<file path="src/rtl/rxq_pause_pkg.sv">
package rxq_pause_pkg;
  typedef enum logic {REQ_RESUME = 1'b0, REQ_STOP = 1'b1} req_kind_e;
endpackage

</file>
<file path="src/rtl/rxq_fill_tracker.sv">
module rxq_fill_tracker #(
  parameter int DEPTH  = 2176,
  parameter int FILL_W = $clog2(DEPTH + 1)
) (
  input  logic              clk,
  input  logic              rst_n,
  input  logic              wr_en,
  input  logic              rd_en,
  output logic [FILL_W-1:0] fill
);
  localparam logic [FILL_W-1:0] FULL = FILL_W'(DEPTH);

  logic do_wr, do_rd;
  assign do_wr = wr_en && (fill != FULL);
  assign do_rd = rd_en && (fill != '0);

  always_ff @(posedge clk) begin
    if (!rst_n) fill <= '0;
    else if (do_wr && !do_rd) fill <= fill + 1'b1;
    else if (do_rd && !do_wr) fill <= fill - 1'b1;
  end

  // occupancy never exceeds capacity
  p_fill_bound_r1: assert property (@(posedge clk) disable iff (!rst_n)
    fill <= FULL);
  // occupancy moves by at most one word per cycle
  p_fill_step_r1: assert property (@(posedge clk) disable iff (!rst_n)
    (fill == $past(fill)) || (fill == $past(fill) + 1'b1) || (fill == $past(fill) - 1'b1));
endmodule

</file>
<file path="src/rtl/rxq_wm_compare.sv">
module rxq_wm_compare #(
  parameter int FILL_W = 12,
  parameter int Q_W    = 16
) (
  input  logic [FILL_W-1:0] fill,
  input  logic [FILL_W-1:0] cfg_high,
  input  logic [FILL_W-1:0] cfg_low,
  input  logic [Q_W-1:0]    cfg_quanta,
  output logic              at_high,
  output logic              below_low,
  output logic              cfg_ok
);
  always_comb begin
    at_high   = fill >= cfg_high;
    below_low = fill < cfg_low;
    cfg_ok    = (cfg_high > cfg_low) && (cfg_quanta != '0);
  end

  // a valid setting always separates the two thresholds
  a_thresh_r9: assert final (!cfg_ok || !(at_high && below_low));
endmodule

</file>
<file path="src/rtl/rxq_pause_fsm.sv">
module rxq_pause_fsm
  import rxq_pause_pkg::*;
#(
  parameter int Q_W = 16
) (
  input  logic           clk,
  input  logic           rst_n,
  input  logic           at_high,
  input  logic           below_low,
  input  logic           cfg_ok,
  input  logic [Q_W-1:0] cfg_quanta,
  input  logic           en_we,
  input  logic           en_wdata,
  input  logic           pf_ready,
  output logic           pf_valid,
  output logic [Q_W-1:0] pf_quanta,
  output logic           paused
);
  logic      en;
  logic      pend;
  req_kind_e kind;
  logic      accept, slot_free, stop_go, resume_go, withdraw;

  always_comb begin
    accept    = pend && pf_ready;
    slot_free = !pend || accept;
    stop_go   = en && cfg_ok && at_high && !paused;
    resume_go = paused && (!en || (cfg_ok && below_low));
    withdraw  = resume_go && pend && (kind == REQ_STOP) && !pf_ready;
  end

  always_ff @(posedge clk) begin
    if (!rst_n) begin
      en        <= 1'b1;
      pend      <= 1'b0;
      kind      <= REQ_RESUME;
      pf_quanta <= '0;
      paused    <= 1'b0;
    end else begin
      if (en_we) en <= en_wdata;
      if (accept) pend <= 1'b0;
      if (resume_go) begin
        if (withdraw) begin
          pend   <= 1'b0;
          paused <= 1'b0;
        end else if (slot_free) begin
          pend      <= 1'b1;
          kind      <= REQ_RESUME;
          pf_quanta <= '0;
          paused    <= 1'b0;
        end
      end else if (stop_go && slot_free) begin
        pend      <= 1'b1;
        kind      <= REQ_STOP;
        pf_quanta <= cfg_quanta;
        paused    <= 1'b1;
      end
    end
  end

  assign pf_valid = pend;

  // a waiting resume request is never dropped or altered
  p_resume_hold_r6: assert property (@(posedge clk) disable iff (!rst_n)
    (pf_valid && !pf_ready && pf_quanta == '0) |=> (pf_valid && pf_quanta == '0));
  // a waiting request keeps its payload unless withdrawn
  p_payload_stable_r6: assert property (@(posedge clk) disable iff (!rst_n)
    (pf_valid && !pf_ready) |=> (!pf_valid || $stable(pf_quanta)));
  // stop requests carry nonzero quanta while paused, resume carries zero
  p_kind_match_r3: assert property (@(posedge clk) disable iff (!rst_n)
    pf_valid |-> (paused == (pf_quanta != '0)));
  // a fresh resume request only follows a paused state
  p_resume_after_stop_r5: assert property (@(posedge clk) disable iff (!rst_n)
    ($rose(pf_valid) && pf_quanta == '0) |-> $past(paused));
  // pausing requires enable and valid settings
  p_pause_needs_cfg_r9: assert property (@(posedge clk) disable iff (!rst_n)
    $rose(paused) |-> $past(en && cfg_ok && at_high));
endmodule

</file>
<file path="src/rtl/rxq_pause_ctrl.sv">
module rxq_pause_ctrl #(
  parameter int DEPTH  = 2176,
  parameter int Q_W    = 16,
  parameter int FILL_W = $clog2(DEPTH + 1)
) (
  input  logic              clk,
  input  logic              rst_n,
  input  logic              wr_en,
  input  logic              rd_en,
  input  logic [FILL_W-1:0] cfg_high,
  input  logic [FILL_W-1:0] cfg_low,
  input  logic [Q_W-1:0]    cfg_quanta,
  input  logic              en_we,
  input  logic              en_wdata,
  output logic              pf_valid,
  input  logic              pf_ready,
  output logic [Q_W-1:0]    pf_quanta,
  output logic [FILL_W-1:0] fill_level,
  output logic              link_paused
);
  logic at_high, below_low, cfg_ok;

  rxq_fill_tracker #(.DEPTH(DEPTH), .FILL_W(FILL_W)) u_fill (
    .clk(clk), .rst_n(rst_n), .wr_en(wr_en), .rd_en(rd_en), .fill(fill_level)
  );

  rxq_wm_compare #(.FILL_W(FILL_W), .Q_W(Q_W)) u_cmp (
    .fill(fill_level), .cfg_high(cfg_high), .cfg_low(cfg_low),
    .cfg_quanta(cfg_quanta), .at_high(at_high), .below_low(below_low),
    .cfg_ok(cfg_ok)
  );

  rxq_pause_fsm #(.Q_W(Q_W)) u_fsm (
    .clk(clk), .rst_n(rst_n), .at_high(at_high), .below_low(below_low),
    .cfg_ok(cfg_ok), .cfg_quanta(cfg_quanta), .en_we(en_we),
    .en_wdata(en_wdata), .pf_ready(pf_ready), .pf_valid(pf_valid),
    .pf_quanta(pf_quanta), .paused(link_paused)
  );
endmodule

</file>
<file path="config.mk">
export PLATFORM = sky130hd
export DESIGN_NAME = rxq_pause_ctrl
export DESIGN_NICKNAME = d
export VERILOG_FILES = /design/src/rtl/rxq_pause_pkg.sv /design/src/rtl/rxq_fill_tracker.sv /design/src/rtl/rxq_wm_compare.sv /design/src/rtl/rxq_pause_fsm.sv /design/src/rtl/rxq_pause_ctrl.sv
export SDC_FILE = /design/constraint.sdc
export NUM_CORES = 1
export LEC_CHECK = 0
export ABC_AREA = 0
export BUFFER_PORTS_ARGS = -buffer_cell sky130_fd_sc_hd__buf_2
export CAP_MARGIN = 20
export CORE_MARGIN = 2
export CORE_UTILIZATION = 35
export DETAILED_ROUTE_END_ITERATION = 8
export HOLD_SLACK_MARGIN = 0.02
export PLACE_DENSITY = 0.57
export SYNTH_ARGS = -nofsm -noshare
export SYNTH_HDL_FRONTEND = slang
export SYNTH_SLANG_ARGS = --single-unit
</file>
<file path="constraint.sdc">
create_clock -name clk -period 3.7 [get_ports clk]
set_clock_uncertainty 0.05 [all_clocks]
set_input_delay 0.555 -clock clk [delete_from_list [all_inputs] [get_ports clk]]
set_output_delay 0.555 -clock clk [all_outputs]
set_load 0.03 [all_outputs]
</file>
==> impl_metrics.env, run 1 <==
export IMPL_startpoint_type="flip-flop"
export IMPL_required_ps=3870
export IMPL_ys_flop_type="dfxtp_1"
export IMPL_firstDrtPassIters=4
export IMPL_slew_headroom_pct=47.52
export IMPL_crit_type="flip-flop to flip-flop"
export IMPL_synth_edff_count=0
export IMPL_dp_cells=513
export IMPL_cts_buffers=5
export IMPL_routed_wl_um=7401
export IMPL_setup_viol_count_final=0
export IMPL_nets=516
export IMPL_cts_tree="yes"
export IMPL_syn_to_final_growth_pct=20.98
export IMPL_synth_cell_type_count=48
export IMPL_antennaDiodeCount=0
export IMPL_leakage_nw=1.695
export IMPL_grt_setup_unrepaired="false"
export IMPL_hold_violations=0
export IMPL_fin_tns_setup_ps=0
export IMPL_r2r_slack_ps=350
export IMPL_fmax_ghz=0.2982
export IMPL_crit_path_end_kind="flip-flop"
export IMPL_grt_pass1_vias=2561
export IMPL_hold_depth=3
export IMPL_htreeDepth=2
export IMPL_avgRoutedWirePerCell_um=14.10
export IMPL_final_cells=525
export IMPL_avgSynthCellArea_um2=8.235
export IMPL_min_to="u_fsm.en$_SDFFE_PN1P_"
export IMPL_multi_input_area_mm2=0.001987
export IMPL_reg2reg_to="u_fill.fill[11]$_SDFFE_PN0P_"
export IMPL_first_iter_violations=110
export IMPL_ant_nets=0
export IMPL_syn_area_mm2=0.002833
export IMPL_grt_max_degree=53
export IMPL_whs_ps=435.1
export IMPL_cap_violations=0
export IMPL_async_flop_share_pct=0
export IMPL_tightest_slew_ps=787.2
export IMPL_crit_fanout=9
export IMPL_synth_nets=438
export IMPL_seqCellArea_um2=640.6
export IMPL_post_route_min_period_ps=3353
export IMPL_drc_errors=0
export IMPL_ff2ff_path_depth=13
export IMPL_num_fill_cells=821
export IMPL_antenna_found_initial=0
export IMPL_rows=32
export IMPL_syn_inst=344
export IMPL_clkSinkCount=32
export IMPL_dp_hpwl_um=5758
export IMPL_core_mm2=0.007767
export IMPL_dieArea_mm2=0.008829
export IMPL_clockBufferDepth=2
export IMPL_start_util_pct=36.47
export IMPL_holdCritStartpoint="en_wdata"
export IMPL_viasPerCell=5.145
export IMPL_synth_seq_area_share_pct=22.61
export IMPL_cp_arrival_ps=3530
export IMPL_vias=2701
export IMPL_final_common_cell="buf_2"
export IMPL_insertion_delay_ps=290
export IMPL_r2r_start="u_fill.fill[2]$_SDFFE_PN0P_"
export IMPL_die_w_um=93.97
export IMPL_grt_overflow_total=0
export IMPL_gp_congestion=0.8303
export IMPL_totalPowerFinal_w=0.002409
export IMPL_cts_root_buf="clkbuf_8"
export IMPL_synth_warnings=0
export IMPL_io_pins=77
export IMPL_io_buffers=76
export IMPL_grt_pass1_wl_um=12010
export IMPL_hold_buffers=0
export IMPL_ir_drop_v=0.0002940
export IMPL_track_usage_pct=16.89
export IMPL_drive_gt1_share_pct=26.48
export IMPL_fin_crit_sh_pct=90.63
export IMPL_die_y_um=93.97
export IMPL_drv_slew=0
export IMPL_ys_seq_elements=32
export IMPL_layout_common_cells="buf_2 (76), nand2_1 (50), ha_1 (46)"
export IMPL_path_clk_slew_ps=80
export IMPL_hold_path_class="input pin to flip-flop"
export IMPL_outcome="completed"
export IMPL_powerDensity_mw_per_mm2=702.9
## worst max-delay path: stages (launching register included)
cell and delay (ps):
dfxtp_1 370, nor4_1 350, nand3_1 150, o31ai_1 230
ha_1 240, clkinvlp_4 190, ha_1 330, a211oi_1 280
o21ai_0 190, a31oi_1 210, a21oi_1 100, xnor2_1 140
or3_1 300, a21boi_0 150
## synthesized netlist by cell type, drive strengths merged, types with 3 or more instances
master | n | share of area, %
nor4 | 6 | 1.3
mux2i | 3 | 1.1
a211o | 3 | 0.93
nand2b | 6 | 1.3
clkbuf | 11 | 1.5
nand3 | 23 | 4.1
nand4 | 6 | 1.3
o221ai | 16 | 7.2
ha | 46 | 20
a31oi | 3 | 0.66
xor2 | 3 | 0.93
inv | 27 | 3.6
a21o | 5 | 1.3
a211oi | 3 | 0.79
nor2b | 4 | 0.88
o21ai | 15 | 2.7
nor2 | 11 | 1.5
o211ai | 3 | 0.97
nor3 | 5 | 0.88
nand2 | 50 | 6.6
a21oi | 19 | 3.4
xnor2 | 5 | 1.5
buf | 4 | 2.2
dfxtp | 32 | 23
and2 | 9 | 2.0
o21a | 3 | 0.79
## how the worst max path moves through the flow
| stage | start | end | slack, ps |
|---|---|---|---|
| 6_report | u_fill.fill[2]$_SDFFE_PN0P_ | u_fill.fill[11]$_SDFFE_PN0P_ | 350 |
| 5_1_grt | u_fill.fill[2]$_SDFFE_PN0P_ | u_fill.fill[11]$_SDFFE_PN0P_ | 30 |
| 3_5_place_dp | u_fill.fill[2]$_SDFFE_PN0P_ | u_fill.fill[11]$_SDFFE_PN0P_ | 290 |
| 2_1_floorplan | u_fill.fill[6]$_SDFFE_PN0P_ | u_fill.fill[11]$_SDFFE_PN0P_ | 570 |
| 3_3_place_gp | u_fill.fill[6]$_SDFFE_PN0P_ | u_fill.fill[11]$_SDFFE_PN0P_ | 350 |
| 4_1_cts | u_fill.fill[2]$_SDFFE_PN0P_ | u_fill.fill[11]$_SDFFE_PN0P_ | 270 |
## power by group
part | leakage [nW] | total, W | internal (W) | switching, W
Clock | 0.0541 | 0.000346 | 0.000199 | 0.000146
Combinational | 1.38 | 0.00151 | 0.000642 | 0.000869
Sequential | 0.261 | 0.000552 | 0.000430 | 0.000122
## cell type report
cell class	count	area share, %
multi-input cells	270	57.98
flip-flops and latches	32	18.69
repair buffers	86	13.29
well taps	102	3.724
inverters	27	3.067
clock buffers	5	2.008
clock inverters	3	1.241
## per-layer routing
metal	up-vias	GRT usage (%)	wire, um	part of all wire [%]
li1	1417	-	-	-
met1	1232	23.46	3640	49
met4	0	3.865	56	0.76
met3	4	2.970	295	4.0
met5	-	0	0	0
met2	48	27.20	3409	46
## kinds of logic after synthesis
kind of cell | Yosys count | synth area share [%]
buffers and inverters | 42 | 7.244
multiplexers | 3 | 1.060
XOR/XNOR | 8 | 2.474
flip-flops | 32 | 22.61
AND/OR/NAND/NOR | 128 | 22.13
AO/OA/AOI/OAI | 84 | 23.45
adder cells (fa/ha/maj) | 47 | 21.02
## state kept, by name, summed over array words and instances, names as in the netlist
name	cells
u_fill.fill	12
u_fsm.en	1
u_fsm.kind	1
u_fsm.paused	1
u_fsm.pf_quanta	16
u_fsm.pf_valid	1
## stage by stage
stage / area, um^2 / util [%] / setup slack (ps)
floorplan: 2833 / - / 565.8
CTS: 3393 / 43.69 / 266.7
global route: 3427 / 44.12 / 34.75
global placement: 3282 / 42.25 / 354.7
detailed placement: 3282 / 42.25 / 293.3
finish: 3427 / 44.12 / 346.8
## repair_timing
action                                  in CTS  in global routing
setup buffers                                0                  4
endpoints found under the hold margin        0                  0
gates resized for setup                      0                  1
endpoints found under the setup margin       0                  1
No activity file was read; power rests on OpenSTA's default activity.
==> run 2: changes to the inputs <==
--- a/config.mk
+++ b/config.mk
@@ -12,7 +12,7 @@
 export CORE_UTILIZATION = 35
 export DETAILED_ROUTE_END_ITERATION = 8
 export HOLD_SLACK_MARGIN = 0.02
-export PLACE_DENSITY = 0.57
+export SLEW_MARGIN = 20
 export SYNTH_ARGS = -nofsm -noshare
 export SYNTH_HDL_FRONTEND = slang
 export SYNTH_SLANG_ARGS = --single-unit
==> run 2 against run 1 <==
- wire length down 1.1%
- via count hardly changed
- setup slack lost 110 ps
- register-to-register slack worse by 110 ps
- highest routed layer unchanged
- cell count shrank 0.38%
- sequential share of layout area barely moved
- combinational power is essentially flat
==> impl_metrics.env, run 2 (synthesis results as in run 1) <==
export IMPL_avgRoutedWirePerCell_um=14.00
export IMPL_routed_wl_um=7320
export IMPL_fin_crit_sh_pct=93.70
export IMPL_core_mm2=0.007767
export IMPL_dieArea_mm2=0.008829
export IMPL_htreeDepth=2
export IMPL_layout_common_cells="buf_2 (76), nand2_1 (50), ha_1 (46)"
export IMPL_grt_setup_unrepaired="false"
export IMPL_antenna_found_initial=0
export IMPL_ant_nets=0
export IMPL_cp_arrival_ps=3640
export IMPL_die_y_um=93.97
export IMPL_ir_drop_v=0.0002553
export IMPL_dp_cells=512
export IMPL_drv_slew=0
export IMPL_outcome="completed"
export IMPL_grt_pass1_wl_um=12050
export IMPL_final_cells=523
export IMPL_max_stage_delay_ps=370
export IMPL_dp_hpwl_um=5749
export IMPL_crit_path_end_kind="flip-flop"
export IMPL_tightest_slew_ps=782.1
export IMPL_clockBufferDepth=2
export IMPL_start_util_pct=36.47
export IMPL_io_buffers=76
export IMPL_fin_tns_setup_ps=0
export IMPL_path_cells="nor4_1, nand3_1, o31ai_1, ha_1, clkinvlp_4, buf_12, ha_1, and2_1, a31o_2, a31oi_1, a21oi_1, xnor2_1, or3_1, a21boi_0"
export IMPL_cts_root_buf="clkbuf_8"
export IMPL_drive_gt1_share_pct=26.13
export IMPL_required_ps=3870
export IMPL_post_place_ws_ps=310.2
export IMPL_antennaDiodeCount=0
export IMPL_multi_input_area_mm2=0.001987
export IMPL_finalCoreUtilization_pct=44.09
export IMPL_top_register="u_fsm.pf_quanta"
export IMPL_io_pins=77
export IMPL_path_clk_slew_ps=80
export IMPL_slew_headroom_pct=47.86
export IMPL_die_w_um=93.97
export IMPL_largestRegisters="u_fsm.pf_quanta (16), u_fill.fill (12)"
export IMPL_post_route_min_period_ps=3467
export IMPL_fmax_ghz=0.2884
export IMPL_powerDensity_mw_per_mm2=701.8
export IMPL_clkSinkCount=32
export IMPL_cap_violations=0
export IMPL_firstDrtPassIters=5
export IMPL_seqCellArea_um2=640.6
export IMPL_setup_viol_count_final=0
export IMPL_cp_slowest_cell="dfxtp_1"
export IMPL_grt_overflow_total=0
export IMPL_critPathMostFrequentCell="ha_1"
export IMPL_startpoint_type="flip-flop"
export IMPL_leakage_nw=1.691
export IMPL_crit_fanout=7
export IMPL_rows=32
export IMPL_vias=2700
export IMPL_gp_congestion=0.8509
export IMPL_drc_errors=0
export IMPL_grt_pass1_vias=2609
export IMPL_track_usage_pct=17.06
export IMPL_viasPerCell=5.163
export IMPL_num_fill_cells=804
export IMPL_first_iter_violations=124
export IMPL_setup_ws_ps=233.1
export IMPL_crit_type="flip-flop to flip-flop"
export IMPL_largest_register_ffs=16
export IMPL_syn_to_final_growth_pct=20.89
export IMPL_cts_buffers=5
export IMPL_cts_tree="yes"
export IMPL_hold_violations=0
export IMPL_final_common_cell="buf_2"
export IMPL_nets=514
export IMPL_hold_path_class="input pin to flip-flop"
export IMPL_grt_max_degree=39
export IMPL_insertion_delay_ps=290
[run 2: cell count changes in the layout (fill, tap and decap cells not counted), sizes merged]
| cell | delta |
|---|---|
| buf | -2 |
[run 2: path summary, 6_finish.rpt]
check                              startpoint                               end  slack [ps]  cells past startpoint
min reg2reg  u_fsm.pf_quanta[14]$_SDFFE_PN0P_  u_fsm.pf_quanta[14]$_SDFFE_PN0P_         470                      2
min                                  en_wdata             u_fsm.en$_SDFFE_PN1P_         430                      3
max reg2reg       u_fill.fill[6]$_SDFFE_PN0P_      u_fill.fill[11]$_SDFFE_PN0P_         230                     14
max               u_fill.fill[6]$_SDFFE_PN0P_      u_fill.fill[11]$_SDFFE_PN0P_         230                     14
[run 2: area by class of cell]
type	instances	share of cell area [%]
Clock buffer	5	2.010
Clock inverter	3	1.242
Inverter	27	3.069
Multi-Input combinational cell	270	58.02
Sequential cell	32	18.71
Tap cell	102	3.727
Timing Repair Buffer	84	13.23
[run 2: what timing repair did]
item                                    CTS  global route
resized for setup                         0             1
setup buffers                             0             3
hold buffers                              0             0
endpoints found under the setup margin    0             2
[run 2: where the power goes]
part | leakage (nW) | total, W | internal [W] | switching (W)
Sequential | 0.261 | 0.000557 | 0.000430 | 0.000127
Clock | 0.0541 | 0.000349 | 0.000199 | 0.000150
Combinational | 1.38 | 0.00150 | 0.000640 | 0.000857
Total | 1.69 | 0.00240 | 0.00127 | 0.00113
[run 2: worst max-delay path: cells and delay by family, from the launching register on]
kind	cells	cell delay (ps)
and+or+nand+nor	4	1020
AOI/OAI and AO/OA	5	910
adders and majority gates	2	560
DFF	1	370
buffers and inverters	2	370
xor gates and xnor gates	1	140
[run 2: per-stage QoR]
stage | area (um^2) | hold WS [ps] | power (W)
detailed placement | 3274 | 447.6 | 0.002037
global route | 3425 | 460.7 | 0.002647
CTS | 3386 | 436.0 | 0.002392
global placement | 3274 | 439.7 | 0.002013
floorplan | 2833 | 426.4 | 0.001683
finish | 3425 | 432.9 | 0.002403
[run 2: per-layer routing]
layer,GRT usage (%),routed length (um)
met1,21.72,3360
met2,29.35,3497
met3,2.889,353
met4,5.193,108
met5,0,0
==> run 3: changes to the inputs <==
==> constraint.sdc (replaced) <==
create_clock -name clk -period 3.7 [get_ports clk]
set_clock_uncertainty 0.05 [all_clocks]
set_input_delay 0.74 -clock clk [delete_from_list [all_inputs] [get_ports clk]]
set_output_delay 0.74 -clock clk [all_outputs]
set_load 0.03 [all_outputs]
==> run 3 against run 2 <==
- wire length is 1.4% lower
- global-route usage about the same
- register-to-register slack gained 97 ps
- highest routed layer unchanged
- setup slack better by 97 ps
- combinational power hardly changed
- critical endpoint is now u_fill.fill[10]$_SDFFE_PN0P_
- die area is the same
- hold slack improved by 32 ps
- count of clock-buffer cells in the layout unchanged
==> impl_metrics.env, run 3 (synthesis results as in run 1) <==
export IMPL_switchingPower_w=0.001125
export IMPL_setup_viol_count_final=0
export IMPL_r2r_slack_ps=330
export IMPL_io_buffers=76
export IMPL_crit_type="flip-flop to flip-flop"
export IMPL_start_util_pct=36.47
export IMPL_tightest_slew_ps=876.5
export IMPL_powerDensity_mw_per_mm2=685.5
export IMPL_avgRoutedWirePerCell_um=13.78
export IMPL_antennaDiodeCount=0
export IMPL_largestRegisters="u_fsm.pf_quanta (16), u_fill.fill (12)"
export IMPL_ir_drop_v=0.0002584
export IMPL_antenna_found_initial=0
export IMPL_syn_to_final_growth_pct=20.10
export IMPL_cts_root_buf="clkbuf_8"
export IMPL_dp_cells=514
export IMPL_rows=32
export IMPL_drv_slew=0
export IMPL_vias=2707
export IMPL_track_usage_pct=17.10
export IMPL_die_w_um=93.97
export IMPL_layout_common_cells="buf_2 (76), nand2_1 (50), ha_1 (46)"
export IMPL_clockBufferDepth=2
export IMPL_clkPwrFrac_pct=11.8
export IMPL_drc_errors=0
export IMPL_cap_violations=0
export IMPL_startpoint_type="flip-flop"
export IMPL_gp_congestion=0.9198
export IMPL_io_pins=77
export IMPL_insertion_delay_ps=290
export IMPL_top_register="u_fsm.pf_quanta"
export IMPL_dp_hpwl_um=5681
export IMPL_intPower_w=0.001207
export IMPL_grt_setup_unrepaired="false"
export IMPL_firstDrtPassIters=4
export IMPL_cp_arrival_ps=3510
export IMPL_fin_crit_sh_pct=91.07
export IMPL_grt_overflow_total=0
export IMPL_fmax_ghz=0.2968
export IMPL_fin_tns_setup_ps=0
export IMPL_grt_pass1_vias=2579
export IMPL_cts_tree="yes"
export IMPL_path_clk_slew_ps=80
export IMPL_drive_gt1_share_pct=26.54
export IMPL_htreeDepth=2
export IMPL_hold_buffers=0
export IMPL_routed_wl_um=7221
export IMPL_outcome="completed"
export IMPL_nets=515
export IMPL_crit_path_end_kind="flip-flop"
export IMPL_required_ps=3840
export IMPL_final_cells=524
export IMPL_dieArea_mm2=0.008829
export IMPL_core_mm2=0.007767
export IMPL_grt_max_degree=56
export IMPL_cts_buffers=5
export IMPL_slew_headroom_pct=41.57
export IMPL_first_iter_violations=106
export IMPL_clkSinkCount=32
export IMPL_final_common_cell="buf_2"
export IMPL_post_route_min_period_ps=3369
export IMPL_leakage_nw=1.686
export IMPL_hold_violations=0
export IMPL_largest_register_ffs=16
export IMPL_ant_nets=0
export IMPL_hold_path_class="flip-flop to flip-flop"
export IMPL_switching_share_pct=48.24
export IMPL_grt_pass1_wl_um=12080
export IMPL_power_frac_comb_pct=64.5
export IMPL_viasPerCell=5.166
export IMPL_seqPwrFrac_pct=23.7
export IMPL_crit_fanout=8
export IMPL_die_y_um=93.97
run 3: cell types whose count changed in the layout (fill, tap and decap cells not counted), sizes merged:
cell / change
clkinvlp: -1
clkinv: +2
bufinv: -1
buf: +1
run 3: routing by layer:
| layer | part of all wire, % | GRT usage, % |
|---|---|---|
| met5 | 0 | 0 |
| met4 | 1.7 | 5.435 |
| met3 | 4.2 | 2.729 |
| met2 | 48 | 28.27 |
| met1 | 46 | 22.73 |
run 3: worst max-delay path: stages, from the launching register on:
cell        delay (ps)
dfxtp_1            370
nor4_1             360
nand3_1            150
o31ai_1            230
ha_1               240
clkinvlp_4         180
fa_1               440
a21o_1             170
a21oi_1            210
o21bai_1           120
a21boi_0           160
o21ai_0            130
mux2i_1            140
a311o_1            310
run 3: repair_timing:
action                     in CTS  in global routing
setup buffers                   0                  2
gates resized for setup         0                  2
setup endpoints to repair       0                  2
run 3: area by class of cell:
cell class	count	area, um^2
fillers	828	4365
clock buffers	5	68.82
repair buffers	85	447.9
clock inverters	3	18.77
inverters	27	105.1
well taps	102	127.6
multi-input cells	270	1993
flip-flops and latches	32	640.6
run 3: worst paths after layout:
| kind | start | end | cells after the start |
|---|---|---|---|
| setup / recovery | u_fill.fill[8]$_SDFFE_PN0P_ | u_fill.fill[10]$_SDFFE_PN0P_ | 13 |
| hold reg to reg | u_fsm.pf_quanta[5]$_SDFFE_PN0P_ | u_fsm.pf_quanta[5]$_SDFFE_PN0P_ | 2 |
| hold / removal | u_fsm.pf_quanta[5]$_SDFFE_PN0P_ | u_fsm.pf_quanta[5]$_SDFFE_PN0P_ | 2 |
| setup reg to reg | u_fill.fill[8]$_SDFFE_PN0P_ | u_fill.fill[10]$_SDFFE_PN0P_ | 13 |
run 3: through the flow:
stage | instance area [um^2] | hold WS (ps) | util (%) | setup WS (ps) | total power (W)
CTS | 3377 | 470.2 | 43.48 | 221.9 | 0.002338
finish | 3402 | 464.5 | 43.80 | 330.6 | 0.002332
detailed placement | 3289 | 453.3 | 42.35 | 237.3 | 0.002051
global placement | 3289 | 436.2 | 42.35 | 316.3 | 0.002032
global route | 3402 | 491.5 | 43.80 | 0.4108 | 0.002573
floorplan | 2833 | 426.4 | - | 565.8 | 0.001683
run 3: power groups by stage:
stage,Sequential [W],Clock (W),Combinational [W]
after floorplan,0.000699,0,0.000984
after global placement,0.000551,0,0.00148
after detailed placement,0.000559,0,0.00149
after CTS,0.000552,0.000284,0.00150
after global routing,0.000570,0.000299,0.00171
final,0.000552,0.000276,0.00150
